==> config.mk <==
export PLATFORM = sky130hd
export DESIGN_NAME = wdt_guard
export DESIGN_NICKNAME = d
export VERILOG_FILES = /design/src/rtl/wdt_pkg.sv /design/src/rtl/wdt_prescaler.sv /design/src/rtl/wdt_counter.sv /design/src/rtl/wdt_alarm.sv /design/src/rtl/wdt_guard.sv
export SDC_FILE = /design/constraint.sdc
export NUM_CORES = 1
export LEC_CHECK = 0
export BUFFER_PORTS_ARGS = -buffer_cell sky130_fd_sc_hd__buf_2
export CORE_AREA = 2 2 67 69
export DETAILED_ROUTE_END_ITERATION = 7
export DIE_AREA = 0 0 69 71
export PLACE_DENSITY = 0.72
export SKIP_CTS_REPAIR_TIMING = 1
export SYNTH_ARGS = -nofsm -noshare
export SYNTH_HDL_FRONTEND = slang
export SYNTH_SLANG_ARGS = --single-unit
==> constraint.sdc <==
create_clock -name clk -period 3 [get_ports clk]
set_input_delay 0.6 -clock clk [delete_from_list [all_inputs] [get_ports clk]]
set_output_delay 0.6 -clock clk [all_outputs]
set_load 0.1 [all_outputs]
==> src/rtl/wdt_pkg.sv <==
package wdt_pkg;
  // Escalation state of the overflow handler
  typedef enum logic [1:0] {
    ST_IDLE    = 2'd0,
    ST_WARNED  = 2'd1,
    ST_TRIPPED = 2'd2
  } alarm_e;
endpackage

==> src/rtl/wdt_prescaler.sv <==
module wdt_prescaler #(
  parameter int FAST_DIV = 256,
  parameter int SLOW_DIV = 16384
) (
  input  logic clk,
  input  logic rst,
  input  logic run,
  input  logic clr,
  input  logic sel,
  output logic tick
);
  localparam int PW = $clog2(SLOW_DIV);

  logic [PW-1:0] pre_q;
  logic [PW-1:0] lim;

  assign lim  = sel ? PW'(SLOW_DIV - 1) : PW'(FAST_DIV - 1);
  // >= covers a ratio switch while the phase sits above the fast limit
  assign tick = run && !clr && (pre_q >= lim);

  always_ff @(posedge clk) begin
    if (rst)       pre_q <= '0;
    else if (clr)  pre_q <= '0;
    else if (run)  pre_q <= tick ? '0 : pre_q + 1'b1;
  end
endmodule

==> src/rtl/wdt_counter.sv <==
module wdt_counter #(
  parameter int CNT_W = 16
) (
  input  logic             clk,
  input  logic             rst,
  input  logic             tick,
  input  logic             load,
  input  logic [CNT_W-1:0] reload,
  output logic [CNT_W-1:0] cnt,
  output logic             ovf
);
  assign ovf = tick && !load && (&cnt);

  always_ff @(posedge clk) begin
    if (rst)        cnt <= '0;
    else if (load)  cnt <= reload;
    else if (tick)  cnt <= ovf ? reload : cnt + 1'b1;
  end
endmodule

==> src/rtl/wdt_alarm.sv <==
module wdt_alarm
  import wdt_pkg::*;
(
  input  logic clk,
  input  logic rst,
  input  logic ovf,
  input  logic svc_ok,
  output logic prewarn,
  output logic rst_req
);
  alarm_e st_q;

  assign rst_req = (st_q == ST_TRIPPED);

  always_ff @(posedge clk) begin
    if (rst) begin
      st_q    <= ST_IDLE;
      prewarn <= 1'b0;
    end else begin
      prewarn <= 1'b0;
      if (st_q != ST_TRIPPED) begin
        if (ovf) begin
          if (st_q == ST_IDLE) begin
            st_q    <= ST_WARNED;
            prewarn <= 1'b1;
          end else begin
            st_q <= ST_TRIPPED;
          end
        end else if (svc_ok) begin
          st_q <= ST_IDLE;
        end
      end
    end
  end
endmodule

==> src/rtl/wdt_guard.sv <==
module wdt_guard #(
  parameter int CNT_W    = 16,
  parameter int FAST_DIV = 256,
  parameter int SLOW_DIV = 16384
) (
  input  logic             clk,
  input  logic             rst,
  input  logic             svc_i,
  input  logic             ena_i,
  input  logic             dis_i,
  input  logic             slow_i,
  input  logic [CNT_W-1:0] reload_i,
  output logic             prewarn_o,
  output logic             rst_req_o,
  output logic [CNT_W-1:0] count_o
);
  logic en_q;
  logic run;
  logic svc_ok;
  logic tick;
  logic ovf;

  always_ff @(posedge clk) begin
    if (rst)        en_q <= 1'b1;
    else if (dis_i) en_q <= 1'b0;
    else if (ena_i) en_q <= 1'b1;
  end

  assign run    = en_q && !dis_i;
  assign svc_ok = svc_i && run;

  wdt_prescaler #(
    .FAST_DIV(FAST_DIV),
    .SLOW_DIV(SLOW_DIV)
  ) u_pre (
    .clk (clk),
    .rst (rst),
    .run (run),
    .clr (svc_ok),
    .sel (slow_i),
    .tick(tick)
  );

  wdt_counter #(
    .CNT_W(CNT_W)
  ) u_cnt (
    .clk   (clk),
    .rst   (rst),
    .tick  (tick),
    .load  (svc_ok),
    .reload(reload_i),
    .cnt   (count_o),
    .ovf   (ovf)
  );

  wdt_alarm u_alm (
    .clk    (clk),
    .rst    (rst),
    .ovf    (ovf),
    .svc_ok (svc_ok),
    .prewarn(prewarn_o),
    .rst_req(rst_req_o)
  );
endmodule

==> impl_metrics.ini <==
[routing]
met2_length_um = 2260
drt_iter0_markers = 100
wl_per_cell_um = 13.7
dr_wl_met3_um = 145
routed_wl_um = 4780
drtAntennaViolNets = 0
drc_errors = 0
vias = 1953
vias_per_cell = 5.61
wl_met1_um = 2310
first_pass_iters = 4
highest_layer = met4

[die]
core_sq_um = 4200
fp.dieW_um = 69
io_pins = 40
rows = 24
initial_core_util = 0.492
die_h_um = 71
dieArea_sq_um = 4900

[pwr]
power_switching_uw = 286
max-vdd-ir-drop_mv = 0.176
clkPwrFrac = 0.334
p_per_area_nw_per_um2 = 400
power_uw = 951
swShare = 0.301
leakage_nw = 0.986
p_int_uw = 665
power_frac_comb = 0.166
p_seq_frac = 0.500

[setup_path]
cp.required_ps = 3160
critical_path.max_fanout = 18
critPathArrivalTime_ps = 2810
worst_setup_path_start_kind = flop
crit_type = reg -> reg
cp-end-kind = flop

[cells_and_area]
final_area_sq_um = 2380
multiInputGateArea_sq_um = 1290
nets = 326
n_antenna_cell = 0
area_growth_pct = 15.1
drive_gt1_frac = 0.203
regArea_sq_um = 681
fillerInstances = 400

[yosys]
synth_cell_types = 48
yosys_most_used_dff = dfxtp_1
async_reset_ff_frac = 0
syn_area_per_cell_sq_um = 8.14
yosysSeqAreaShare = 0.329
syn-cell-area_sq_um = 2070
synth_warnings = 0
synthCells = 254
ys_ff_latch = 34
synthesis.nets = 284
synth-edff-count = 0

[sta]
hold_viol_final = 0
drv_slew = 0
fin_ws_ps = 353
slew_headroom = 0.531
finalCriticalPeriod_ps = 2650
tightestPinTransition_ps = 704
rsz0062_at_grt = no
final.setup_skew_ps = 9.56
timing.fmax_mhz = 378
final.period_utilization = 0.882
finalSetupViolations = 0
fin_tns_setup_ps = 0

[placed_design]
dp_hpwl_um = 3520
io_buffers = 39
post_dp_cell_area_sq_um = 2300
dp_slack_ps = 261
place.gp.congestion = 0.882

[clocking]
cts_tree = built
clockBufferDepth = 2
clock_sinks = 34
numCtsBuffers = 5
clk_latency_ps = 280
root_buffer = clkbuf_8
path_clk_slew_ps = 70
h-tree-depth = 2

[grt]
grt_pass1_vias = 1937
overflow = 0
antenna_found_initial = 0
grt_util_all_layers = 0.210
grt_pass1_wl_um = 8500
grt_max_degree = 19

[run]
cap_violations = 0

[min_path]
hp-class = reg -> reg

[outcome]
outcome = completed
==> logic make-up after synthesis <==
group | count (synthesis) | share of synthesized area
AOI/OAI and AO/OA | 61 | 0.195
xor gates and xnor gates | 11 | 0.0466
adders and majority gates | 8 | 0.0484
buffers and inverters | 17 | 0.0466
DFF | 34 | 0.329
muxes | 7 | 0.0339
and+or+nand+nor | 116 | 0.300
==> cell usage after synthesis (all sizes together), types with 2 or more instances <==
| cell type | count | share of area |
|---|---|---|
| a211oi | 3 | 0.013 |
| mux2i | 7 | 0.034 |
| o211ai | 5 | 0.025 |
| a21o | 2 | 0.0073 |
| a21oi | 13 | 0.031 |
| buf | 4 | 0.023 |
| and2 | 2 | 0.0061 |
| xor2 | 7 | 0.030 |
| or3 | 3 | 0.0091 |
| nor3 | 10 | 0.024 |
| xnor2 | 4 | 0.017 |
| and3 | 4 | 0.012 |
| nand3 | 18 | 0.048 |
| nor2 | 28 | 0.059 |
| a311oi | 2 | 0.0085 |
| clkbuf | 6 | 0.011 |
| o21a | 4 | 0.015 |
| or2 | 2 | 0.0061 |
| and4 | 5 | 0.021 |
| ha | 8 | 0.048 |
| nand4 | 6 | 0.018 |
| a31oi | 2 | 0.0061 |
| nor2b | 9 | 0.027 |
| inv | 7 | 0.013 |
| nor4 | 3 | 0.0091 |
| o21ai | 22 | 0.053 |
| dfxtp | 34 | 0.33 |
| nand2 | 21 | 0.039 |
| a32oi | 2 | 0.0085 |
==> cell usage in the layout, fill, tap and decap left out, drive strengths merged, types with 5 or more instances in the layout <==
cell type	n
and4	5
nand4	6
clkbuf	7
inv	7
o211ai	5
nor2b	9
ha	8
buf	45
nor3	10
a21oi	13
dfxtp	34
nand3	18
nor2	28
xor2	7
mux2i	7
o21ai	22
nand2	21
==> through the flow <==
| step | util | hold WS, ps | cells |
|---|---|---|---|
| 4_1_cts | 0.566 | 485 | 348 |
| 3_5_place_dp | 0.548 | 475 | 341 |
| 6_report | 0.566 | 486 | 348 |
| 5_1_grt | 0.566 | 505 | 348 |
| 3_3_place_gp | 0.548 | 465 | 341 |
| 2_1_floorplan | - | 437 | 254 |
==> cell type report <==
class | count | share of cell area
inverters | 7 | 0.0110
multi-input cells | 203 | 0.542
repair buffers | 45 | 0.101
flip-flops and latches | 34 | 0.286
clock buffers | 7 | 0.0321
well taps | 52 | 0.0274
==> flip-flops by register name, summed over array words and instances, names as in the netlist <==
register	flops
u_pre.pre_q	14
u_cnt.cnt	16
u_alm.st_q	2
u_alm.prewarn	1
en_q	1
==> final timing paths <==
check              endpoint           start  slack [ps]  cells after the start
min reg2reg  u_pre.pre_q[1]  u_pre.pre_q[1]         490                      2
max reg2reg    u_cnt.cnt[1]    u_cnt.cnt[1]         350                      7
min          u_pre.pre_q[1]  u_pre.pre_q[1]         490                      2
max            u_cnt.cnt[1]    u_cnt.cnt[1]         350                      7
==> per-layer routing <==
layer | vias up | track usage
met4 | 0 | 0.0806
met1 | 902 | 0.265
met5 | - | 0
met2 | 38 | 0.357
li1 | 1007 | -
met3 | 6 | 0.0385
==> power groups by stage <==
stage                     clock network [mW]  logic, mW  registers [mW]
final                                  0.318      0.158           0.475
after global routing                   0.347      0.171           0.477
after CTS                              0.329      0.159           0.475
after detailed placement                   0      0.159           0.485
after global placement                     0      0.157           0.485
after floorplan                            0     0.0605           0.545
==> worst max-delay path, stage by stage (launching register included) <==
cell,delay [ps]
dfxtp_1,400
ha_1,250
nand3_2,150
or4_4,600
nor2_8,130
a21o_1,590
mux2i_1,300
a211oi_2,90
Note: power is estimated with default switching activity, not from simulation.
